**config.mk**
```make
export PLATFORM = sky130hd
export DESIGN_NAME = fdiv_nonrestore
export DESIGN_NICKNAME = d
export VERILOG_FILES = /design/src/rtl/fdiv_pkg.sv /design/src/rtl/fdiv_ctrl.sv /design/src/rtl/fdiv_dpath.sv /design/src/rtl/fdiv_nonrestore.sv
export SDC_FILE = /design/constraint.sdc
export NUM_CORES = 1
export LEC_CHECK = 0
export BUFFER_PORTS_ARGS = -buffer_cell sky130_fd_sc_hd__buf_2
export CAP_MARGIN = 20
export CELL_PAD_IN_SITES_DETAIL_PLACEMENT = 2
export CELL_PAD_IN_SITES_GLOBAL_PLACEMENT = 2
export CORE_MARGIN = 2
export CORE_UTILIZATION = 33
export CTS_BUF_LIST = sky130_fd_sc_hd__clkbuf_4
export DETAILED_ROUTE_END_ITERATION = 8
export GPL_ROUTABILITY_DRIVEN = 0
export PLACE_DENSITY = 0.89
export SLEW_MARGIN = 20
export SYNTH_ARGS = -nofsm -noshare
export SYNTH_HDL_FRONTEND = slang
export SYNTH_SLANG_ARGS = --single-unit
```
**constraint.sdc**
```tcl
create_clock -name clk -period 4.3 [get_ports clk]
set_input_delay 0.645 -clock clk [delete_from_list [all_inputs] [get_ports clk]]
set_output_delay 0.645 -clock clk [all_outputs]
set_load 0.02 [all_outputs]
```
**src/rtl/fdiv_pkg.sv**
```systemverilog
package fdiv_pkg;

  // Strobes from the sequencer to the datapath
  typedef struct packed {
    logic load;     // capture operands, seed remainder
    logic step;     // one non-restoring iteration
    logic keepBit;  // record this iteration's quotient bit
    logic finish;   // normalize and write the result
  } divStrobes_t;

  typedef enum logic [1:0] {
    ST_IDLE = 2'd0,
    ST_RUN  = 2'd1,
    ST_FIN  = 2'd2
  } divState_t;

endpackage

```
**src/rtl/fdiv_ctrl.sv**
```systemverilog
module fdiv_ctrl
  import fdiv_pkg::*;
#(
  parameter int ITERS = 32,
  parameter int QW    = 25
) (
  input  logic        clk,
  input  logic        rstN,
  input  logic        start,
  output divStrobes_t stb,
  output logic        busy,
  output logic        done
);

  localparam int CW = $clog2(ITERS);
  localparam int LW = $clog2(ITERS + 2);
  localparam logic [CW-1:0] LAST = CW'(ITERS - 1);

  divState_t       state;
  logic [CW-1:0]   cnt;

  always_comb begin
    busy        = (state != ST_IDLE);
    stb.load    = (state == ST_IDLE) && start;
    stb.step    = (state == ST_RUN);
    stb.keepBit = (state == ST_RUN) && (int'(cnt) < QW);
    stb.finish  = (state == ST_FIN);
  end

  always_ff @(posedge clk or negedge rstN) begin
    if (!rstN) begin
      state <= ST_IDLE;
      cnt   <= '0;
      done  <= 1'b0;
    end else begin
      done <= (state == ST_FIN);
      unique case (state)
        ST_IDLE: if (start) begin
          state <= ST_RUN;
          cnt   <= '0;
        end
        ST_RUN: begin
          cnt <= cnt + 1'b1;
          if (cnt == LAST) state <= ST_FIN;
        end
        ST_FIN:  state <= ST_IDLE;
        default: state <= ST_IDLE;
      endcase
    end
  end

  // Checker counter: length of the latest busy window
  logic [LW-1:0] chkLen;
  always_ff @(posedge clk or negedge rstN) begin
    if (!rstN)         chkLen <= '0;
    else if (stb.load) chkLen <= '0;
    else if (busy)     chkLen <= chkLen + 1'b1;
  end

  // a start seen mid-run does not restart the iteration count
  p_ignore_start_r5: assert property (@(posedge clk) disable iff (!rstN)
    (state == ST_RUN && start && cnt != LAST) |=> (state == ST_RUN && cnt == $past(cnt) + 1'b1));

  // each result follows a busy window of ITERS+1 cycles
  p_busy_len_r6: assert property (@(posedge clk) disable iff (!rstN)
    done |-> (chkLen == LW'(ITERS + 1)));

  // done never lasts two cycles
  p_done_pulse_r7: assert property (@(posedge clk) disable iff (!rstN)
    done |=> !done);

endmodule

```
**src/rtl/fdiv_dpath.sv**
```systemverilog
module fdiv_dpath
  import fdiv_pkg::*;
#(
  parameter int EXP_W  = 8,
  parameter int FRAC_W = 23,
  parameter int ITERS  = 32,
  parameter int QW     = FRAC_W + 2
) (
  input  logic              clk,
  input  logic              rstN,
  input  divStrobes_t       stb,
  input  logic              aSign,
  input  logic [EXP_W-1:0]  aExp,
  input  logic [FRAC_W-1:0] aFrac,
  input  logic              bSign,
  input  logic [EXP_W-1:0]  bExp,
  input  logic [FRAC_W-1:0] bFrac,
  output logic              qSign,
  output logic [EXP_W-1:0]  qExp,
  output logic [FRAC_W-1:0] qFrac
);

  localparam int MW    = FRAC_W + 1;
  localparam int REM_W = ITERS;
  localparam logic [EXP_W-1:0] BIAS = EXP_W'((1 << (EXP_W - 1)) - 1);

  logic [MW-1:0]    aMant, bMant, divR;
  logic [REM_W-1:0] remR, remShift, remNext, divExt;
  logic [ITERS-1:0] streamR;
  logic [QW-1:0]    quoR;
  logic [EXP_W-1:0] expRaw;
  logic             signR, zeroDivR;

  always_comb begin
    aMant    = {1'b1, aFrac};
    bMant    = {1'b1, bFrac};
    divExt   = {{(REM_W - MW){1'b0}}, divR};
    remShift = {remR[REM_W-2:0], streamR[ITERS-1]};
    remNext  = remR[REM_W-1] ? (remShift + divExt) : (remShift - divExt);
  end

  always_ff @(posedge clk or negedge rstN) begin
    if (!rstN) begin
      remR     <= '0;
      streamR  <= '0;
      divR     <= '0;
      quoR     <= '0;
      expRaw   <= '0;
      signR    <= 1'b0;
      zeroDivR <= 1'b0;
      qSign    <= 1'b0;
      qExp     <= '0;
      qFrac    <= '0;
    end else begin
      if (stb.load) begin
        // dividend scaled by 2^(ITERS-1): high part seeds the remainder
        remR     <= {{(REM_W - MW + 1){1'b0}}, aMant[MW-1:1]};
        streamR  <= {aMant[0], {(ITERS - 1){1'b0}}};
        divR     <= bMant;
        quoR     <= '0;
        expRaw   <= aExp - bExp + BIAS;
        signR    <= aSign ^ bSign;
        zeroDivR <= (bExp == '0) && (bFrac == '0);
      end
      if (stb.step) begin
        remR    <= remNext;
        streamR <= {streamR[ITERS-2:0], 1'b0};
        if (stb.keepBit) quoR <= {quoR[QW-2:0], ~remNext[REM_W-1]};
      end
      if (stb.finish) begin
        if (zeroDivR) begin
          qSign <= 1'b0;
          qExp  <= '0;
          qFrac <= '0;
        end else begin
          qSign <= signR;
          if (quoR[QW-1]) begin
            qExp  <= expRaw;
            qFrac <= quoR[QW-2 -: FRAC_W];
          end else begin
            qExp  <= expRaw - 1'b1;
            qFrac <= quoR[QW-3 -: FRAC_W];
          end
        end
      end
    end
  end

  // the partial remainder stays within +/- divisor throughout the loop
  p_rem_bound_r3: assert property (@(posedge clk) disable iff (!rstN)
    stb.step |-> (($signed(remR) < $signed(divExt)) && ($signed(remR) >= -$signed(divExt))));

  // outputs change only on a finish cycle
  p_hold_r7: assert property (@(posedge clk) disable iff (!rstN)
    !stb.finish |=> $stable({qSign, qExp, qFrac}));

  // zero divisor yields an all-zero result
  p_zero_div_r8: assert property (@(posedge clk) disable iff (!rstN)
    (stb.finish && zeroDivR) |=> (!qSign && qExp == '0 && qFrac == '0));

endmodule

```
**src/rtl/fdiv_nonrestore.sv**
```systemverilog
module fdiv_nonrestore
  import fdiv_pkg::*;
#(
  parameter int EXP_W  = 8,
  parameter int FRAC_W = 23,
  parameter int ITERS  = 32
) (
  input  logic              clk,
  input  logic              rstN,
  input  logic              start,
  input  logic              aSign,
  input  logic [EXP_W-1:0]  aExp,
  input  logic [FRAC_W-1:0] aFrac,
  input  logic              bSign,
  input  logic [EXP_W-1:0]  bExp,
  input  logic [FRAC_W-1:0] bFrac,
  output logic              busy,
  output logic              done,
  output logic              qSign,
  output logic [EXP_W-1:0]  qExp,
  output logic [FRAC_W-1:0] qFrac
);

  localparam int QW = FRAC_W + 2;

  divStrobes_t stb;

  fdiv_ctrl #(.ITERS(ITERS), .QW(QW)) uCtrl (
    .clk   (clk),
    .rstN  (rstN),
    .start (start),
    .stb   (stb),
    .busy  (busy),
    .done  (done)
  );

  fdiv_dpath #(.EXP_W(EXP_W), .FRAC_W(FRAC_W), .ITERS(ITERS), .QW(QW)) uDpath (
    .clk   (clk),
    .rstN  (rstN),
    .stb   (stb),
    .aSign (aSign),
    .aExp  (aExp),
    .aFrac (aFrac),
    .bSign (bSign),
    .bExp  (bExp),
    .bFrac (bFrac),
    .qSign (qSign),
    .qExp  (qExp),
    .qFrac (qFrac)
  );

endmodule

```
* After elaboration in Yosys (flattened, before gate mapping)
Index checks and enable logic that the tools add are counted.
Storage, ports and cells: register bits 163, input bits 67, logic and storage cells 56, output and inout port bits 34
Operators by class: eq/ne operators 5, bitwise logic cells 2, reduce and logical (&&, ||, !) cells 11, multiplexer cells 18, magnitude comparators 1, $add $sub $neg 6
Operator list (number):
- $mux W32 | 5
- $mux W25 | 3
- $mux W23 | 2
- $add A32 B24 Y32 | 1
- $sub A32 B24 Y32 | 1
- $logic_not A23 Y1 | 1
- $mux W8 | 2
- $pmux W5 S2 | 1
- $add A8 B7 Y8 const B | 1
- $logic_not A8 Y1 | 1
- $sub A8 B1 Y8 const B | 1
- $sub A8 B8 Y8 | 1
- $reduce_bool A2 Y1 | 3
- $add A5 B1 Y5 const B | 1
- $eq A5 B5 Y1 const B | 1
- $lt A5 B5 Y1 const B | 1
- $mux W5 | 1
- $mux W2 | 2
- $pmux W2 S2 | 1
- $reduce_and A2 Y1 | 2
- $logic_and A1 B1 Y1 | 3
- $eq A2 B1 Y1 const B | 1
- $eq A2 B2 Y1 const B | 1
- $logic_not A2 Y1 | 1
- 5 further kinds | 5

* Logic depth before layout (Yosys ltp)
Gate-level depths: netlist of the first run.
depth after elaboration 5, depth in mapped cells 16, gate-level depth less buffers 15

* Cells and area by module
A second synthesis of the first run with hierarchy kept.
Second synthesis, totals: cell total of the unflattened synthesis 893, area total of the unflattened synthesis 8328.0 um2
By module, submodules not included:
- fdiv_dpath | seq. area each 3103.0 um2, area an instance 7936.4 um2, cells each 857, instances 1
- fdiv_ctrl | seq. area each 200.2 um2, area an instance 391.6 um2, cells each 36, instances 1

* Worst setup path after synthesis of the first run
No wires, ideal clock.
kind register to register, start point register uDpath.divR[5], end point register uDpath.quoR[0], period minus slack after synthesis 4.179 ns, data arrival time 4.048 ns, path buffers 1, required time 4.169 ns, setup slack 0.121 ns, library setup time 0.131 ns, stages on the path, launching flop included 16, cells stage by stage dfrtp_1 or4_4 or3_4 nor3_1 nor3b_2 a21oi_1 xor2_1 ha_1 clkbuf_1 a21oi_1 o21ai_0 a31o_2 a311o_1 a211oi_1 xor2_1 o21ai_0
On the way: word-level cells in the longest chain between the ends 5, elaborated cells between the ends (all ways) 6, those cells by class 2 x add/sub; 3 x mux; 1 x bitwise
RTL lines:
- start: declaration | line fdiv_dpath.sv:27 | logic [MW-1:0] aMant, bMant, divR;
- start signal: assignment | line fdiv_dpath.sv:59 | divR <= bMant;
- $sub A32 B24 Y32 / $add A32 B24 Y32 (equally long branches) | line fdiv_dpath.sv:39 | remNext = remR[REM_W-1] ? (remShift + divExt) : (remShift - divExt);
- $mux W32 * | line fdiv_dpath.sv:39
- $not A1 Y1 * | line fdiv_dpath.sv:68 | if (stb.keepBit) quoR <= {quoR[QW-2:0], ~remNext[REM_W-1]};
- $mux W25 * | line fdiv_dpath.sv:68
- $mux W25 * | line fdiv_dpath.sv:65 | if (stb.step) begin
- end signal: assignment | line fdiv_dpath.sv:68
- end: declaration | line fdiv_dpath.sv:30 | logic [QW-1:0] quoR;
Every way passes the cells marked *; elsewhere a longest branch is shown, timed or not. A chain may end at the register's enable or synchronous reset.

* Worst setup path in the final report of the first run
start point register uDpath.divR[5], end point register uDpath.remR[31]
On the way: word-level cells in the longest chain between the ends 3, elaborated cells between the ends (all ways) 4, those cells by class 2 x add/sub; 2 x mux
RTL lines:
- $sub A32 B24 Y32 / $add A32 B24 Y32 (equally long branches) | line fdiv_dpath.sv:39
- $mux W32 * | line fdiv_dpath.sv:39
- $mux W32 * | line fdiv_dpath.sv:65
- end signal: assignment | line fdiv_dpath.sv:57 | remR <= {{(REM_W - MW + 1){1'b0}}, aMant[MW-1:1]};
- end signal: assignment | line fdiv_dpath.sv:66 | remR <= remNext;
- end: declaration | line fdiv_dpath.sv:28 | logic [REM_W-1:0] remR, remShift, remNext, divExt;
Marked as above.

==> results of run 1 <==
final cells by class:
cell class / instances / area, sq um / share of cell area
diodes: 1 / 2.50 / 0.000259
clock buffers: 17 / 128 / 0.0132
clock inverters: 15 / 180 / 0.0187
inverters: 28 / 105 / 0.0109
multi-input cells: 746 / 4670 / 0.484
flip-flops and latches: 132 / 3300 / 0.342
well taps: 324 / 405 / 0.0420
repair buffers: 146 / 856 / 0.0887
repair_timing:
action,4_1_cts,5_1_grt
resized for setup,9,16
buffers inserted,0,5
setup endpoints to repair,6,11
pin swaps,1,12
cell usage after synthesis (all sizes together) (10+ instances only):
cell / n
nand2: 202
ha: 49
a22oi: 16
nand2b: 11
xor2: 39
o21ai: 90
mux2i: 25
inv: 28
a21o: 15
nor4: 14
nor3: 22
nand4: 10
nand3: 46
nor2: 39
dfrtp: 132
xnor2: 21
clkbuf: 41
a21oi: 62
worst register-to-register path, stage by stage (launching register included):
cell and delay [ns]:
dfrtp_1 0.43, or4_4 0.58, or3_4 0.40, nor3_4 0.19, nor3b_4 0.31, buf_6 0.16
a21oi_1 0.08, xor2_1 0.17, buf_4 0.16, ha_4 0.27, nand3_1 0.14, nor2_1 0.23
nand2_1 0.14, a2111oi_1 0.36, buf_4 0.20, a211oi_2 0.05, xor2_1 0.17, o2bb2ai_1 0.15
metal layers:
metal,vias up,part of all wire
li1,3587,-
met1,3938,0.40
met2,177,0.53
met3,61,0.038
met4,0,0.030
met5,-,0
registers in the layout, summed over array words and instances (netlist names):
signal and count:
uDpath.streamR 1, uDpath.qSign 1, uCtrl.state 2, uDpath.expRaw 8
uDpath.remR 32, uCtrl.done 1, uDpath.qFrac 23, uCtrl.cnt 5
uDpath.qExp 8, uDpath.signR 1, uDpath.divR 24, uDpath.quoR 25
uDpath.zeroDivR 1
worst paths after layout:
kind                                     to  slack [ns]  depth (start not counted)
setup reg to reg            uDpath.remR[31]      -0.007                         17
min in group clk             uDpath.remR[1]        0.24                          3
max in group asynchronous    uDpath.remR[5]        3.30                          2
hold / removal              uDpath.qFrac[9]        0.02                          1
setup / recovery            uDpath.remR[31]      -0.007                         17
hold reg to reg            uDpath.qFrac[17]        0.49                          2
stage by stage:
| step | instances | setup TNS, ns | util | hold slack, ns |
|---|---|---|---|---|
| after floorplan | 955 | 0 | - | 0.349 |
| after global placement | 1371 | 0 | 0.378 | 0.458 |
| after detailed placement | 1371 | -0.256 | 0.378 | 0.470 |
| after CTS | 1403 | 0 | 0.392 | 0.0215 |
| after global routing | 1409 | -0.712 | 0.397 | 0.0135 |
| final | 1409 | -0.00683 | 0.397 | 0.0225 |
kinds of logic (layout without fill, tap and decap cells):
logic type / Yosys count / after routing / share of synthesized area
AND/OR/NAND/NOR: 373 / 373 / 0.206
AO/OA/AOI/OAI: 235 / 235 / 0.172
flip-flops: 132 / 132 / 0.403
buffers and inverters: 77 / 206 / 0.0397
XOR/XNOR: 60 / 60 / 0.0651
adder cells (fa/ha/maj): 51 / 51 / 0.0798
multiplexers: 27 / 27 / 0.0333
other: 0 / 1 / 0
==> run metrics, run 1 <==
met3 Use GR=0.0372; Slew HR=0.370; worst r2r src=uDpath.divR[5]; Yosys reg bits=132; Yosys top cell area share=0.403; DRC violations left=0; Bufs and invs on worst path=3; CP max FO=5; Avg WL per Cell=21.7 um; Overflow after GRT=0; area growth from synthesis to layout=17.8%; Final Cell Area=9650 sq um; Root Buffer=clkbuf_4; status=finished with violations; CTS sink count=132; TritonCTS clock tree=built; ys flop type=dfrtp_1; crit path launch=uDpath.divR[5]; IO buf count=100; CORE AREA=24300 sq um; Final min period=4.31 ns; Crit path largest cell delay=0.58 ns; GR peak layer=met2; htree depth=4; CP Launch Type=flip-flop; Ports=101; Rows=57; global-route wire length before repair=48000 um; most common cell after layout, fill and taps aside=nand2_1; RSZ-0062 raised after global routing=true; Max Fclk=232 MHz; final antenna-violating net count=0; Die W=162 um; HPWL after detailed placement=21200 um; HP Class=in -> async; number of nets in the layout=1189; Setup WS post-layout=-0.00683 ns; number of max-cap violations=0; most frequent cells in the layout=nand2_1, dfrtp_1, buf_2; ys async rst share=1.00; worst-skew pair later-pin latency=0.61 ns; total track usage=0.234; failing checks=setup timing; Die Area=26100 sq um; slowest cell on the critical path=or4_4; vias=7763; WS Path Type=reg -> reg; Cells after Synth=955; Post-synth EDFFs=0; DP Area=9190 sq um; die span in y=162 um; CP required=4.77 ns; sequential area share after synthesis=0.403; DP Worst Slack=-0.174 ns; drt pass-1 iters=4; CP top delay family=simple AND/OR/NAND/NOR gates; Ys Warns=0; max-slew violation count=0; Post-Route WL=30500 um; layout cell share with drive strength beyond 1=0.195; ranking of synthesized cells by area=dfrtp_1, nand2_1, ha_1, o21ai_0, xor2_1; syn_nets=1073; distinct cell type count after synthesis=61; CP Capture Type=flip-flop; DRT iter0 DRCs=398; Clock transition at path regs=0.16 ns; maximum clock path buffer count=2; GR met2 Demand/Resource=0.430; GRT met1 Usage=0.275; CTS hold repair buffers=0; worst slew pin tran=0.942 ns; Final Cycle Share=1.00; largest area contributor in the netlist=dfrtp_1; vias in the first global route=8721; syn avg cell area=8.57 sq um; CP arrival=4.78 ns; Final setup violation count=1; synthesized area=8190 sq um; fillcell total=2777; initial antenna violation count=1; Starting Density=0.337; CP Cell Sequence=or4_4 > or3_4 > nor3_4 > nor3b_4 > buf_6 > a21oi_1 > xor2_1 > buf_4 > ha_4 > nand3_1 > nor2_1 > nand2_1 > a2111oi_1 > buf_4 > a211oi_2 > xor2_1 > o2bb2ai_1; Worst Clk Skew=0.0324 ns; cts bufs inserted=17; Final Hold Fails=0; DR vias/cell=5.51; largest net degree at the start of global routing=64
Power of run 1 is not shown: default switching activity piles up to over one toggle a cycle in this logic, so the estimate is an artifact.
==> run 2, diff against run 1 <==
--- a/config.mk
+++ b/config.mk
@@ -14,6 +14,7 @@
 export CTS_BUF_LIST = sky130_fd_sc_hd__clkbuf_4
 export DETAILED_ROUTE_END_ITERATION = 8
 export GPL_ROUTABILITY_DRIVEN = 0
+export HOLD_SLACK_MARGIN = 0.15
 export PLACE_DENSITY = 0.89
 export SLEW_MARGIN = 20
 export SYNTH_ARGS = -nofsm -noshare
==> run 2 against run 1 <==
The flow now finishes without violations. Setup slack better by 0.0077 ns. Cell area rose by 0.10%. Via count about the same. Sequential share of layout area about the same. Maximum frequency is 0.18% higher. Highest routed layer unchanged.
==> run metrics, run 2 (synthesis results as in run 1) <==
number of max-cap violations=0; Starting Density=0.337; Setup TNS Final=0 ns; vias=7768; CP required=4.84 ns; WS Path Type=reg -> reg; largest net degree at the start of global routing=64; fillcell total=2776; hold endpoint=uDpath.remR[1]; Worst Clk Skew=0.0335 ns; Finished Core Util=0.397; Slew HR=0.370; DRC violations left=0; Die W=162 um; Biggest register=uDpath.remR; Post-Route WL=30600 um; Rows=57; CP arrival=4.84 ns; Avg WL per Cell=21.7 um; worst slew pin tran=0.943 ns; CORE AREA=24300 sq um; cells on worst reg2reg path=16; DP Area=9190 sq um; CP Capture Type=flip-flop; Ports=101; number of nets in the layout=1190; WHS Path Cells=3; TritonCTS clock tree=built; worst r2r src=uDpath.divR[5]; Final Hold Fails=0; hold_sp=aFrac[2]; layout cell share with drive strength beyond 1=0.194; Final setup violation count=0; HPWL after detailed placement=21200 um; CTS sink count=132; Final min period=4.30 ns; IO buf count=100; Clock transition at path regs=0.17 ns; maximum clock path buffer count=2; final std cells w/o fill=1410; cts bufs inserted=17; Max Fclk=233 MHz; htree depth=4; global-route wire length before repair=48000 um; Placed Cells=1371; Overflow after GRT=0; Final Cell Area=9660 sq um; final antenna-violating net count=0; DRT iter0 DRCs=374; vias in the first global route=8721; max FFs per register=32; Final Cycle Share=1.00; CP max FO=5; max-slew violation count=0; Die Area=26100 sq um; total track usage=0.234; Largest regs=uDpath.remR (32), uDpath.quoR (25), uDpath.divR (24); area growth from synthesis to layout=18.0%; HP Class=in -> reg; initial antenna violation count=1; R2R setup slack=0.0008 ns; Root Buffer=clkbuf_4; die span in y=162 um; RSZ-0062 raised after global routing=true; drt pass-1 iters=4; most common cell after layout, fill and taps aside=nand2_1; CP Launch Type=flip-flop; reg2reg end=uDpath.remR[29]; status=finished clean; DR vias/cell=5.51; worst-skew pair later-pin latency=0.60 ns; most frequent cells in the layout=nand2_1, dfrtp_1, buf_2
[run 2: per-stage QoR]
step | worst slack, ns | hold WS [ns]
2_1_floorplan | 0.121 | 0.349
3_3_place_gp | 0.0981 | 0.458
3_5_place_dp | -0.174 | 0.470
4_1_cts | 0.0230 | 0.224
5_1_grt | -0.179 | 0.236
6_report | 0.000836 | 0.257
[run 2: routing by layer]
layer	wire length, um	global-route usage	vias up
met3	1270	0.0372	62
met4	901	0.0828	0
met2	16200	0.430	196
met5	0	0	-
met1	12300	0.275	3924
li1	-	-	3586
[run 2: how the worst max path moves through the flow]
stage,from,to,slack [ns],depth (start not counted)
finish,uDpath.divR[5],uDpath.remR[29],0.0008,16
detailed placement,uDpath.divR[5],uDpath.quoR[0],-0.17,14
global route,uDpath.divR[5],uDpath.quoR[0],-0.18,17
CTS,uDpath.divR[5],uDpath.remR[27],0.02,15
global placement,uDpath.divR[5],uDpath.quoR[0],0.1,15
floorplan,uDpath.divR[5],uDpath.quoR[0],0.12,15
[run 2: what timing repair did]
item	in CTS	in global routing
gates resized for setup	9	16
hold buffers	1	0
cloned	0	0
setup endpoints to repair	6	11
hold endpoints to repair	61	0
buffers inserted	0	5
pin swaps	1	12
[run 2: cell type report]
| type | instances | area (sq um) | area share |
|---|---|---|---|
| clock inverter | 15 | 180 | 0.0187 |
| inverter | 28 | 105 | 0.0109 |
| sequential | 132 | 3300 | 0.342 |
| timing repair buffer | 147 | 866 | 0.0896 |
| multi-input combinational | 746 | 4670 | 0.483 |
| clock buffer | 17 | 128 | 0.0132 |
| tap | 324 | 405 | 0.0420 |
| antenna | 1 | 2.50 | 0.000259 |
[run 2: critical path, cell delays in order, from the launching register on]
cell and delay (ns):
dfrtp_1 0.44, or4_4 0.58, or3_4 0.40, nor3_4 0.19
buf_4 0.16, a21oi_1 0.09, xor2_1 0.23, ha_1 0.35
buf_4 0.17, o21ai_0 0.13, a21oi_1 0.13, a221oi_2 0.39
buf_4 0.21, nand2_1 0.09, a21oi_1 0.24, mux2_2 0.37
nand3_1 0.08
Power of run 2 is left out for the same reason.
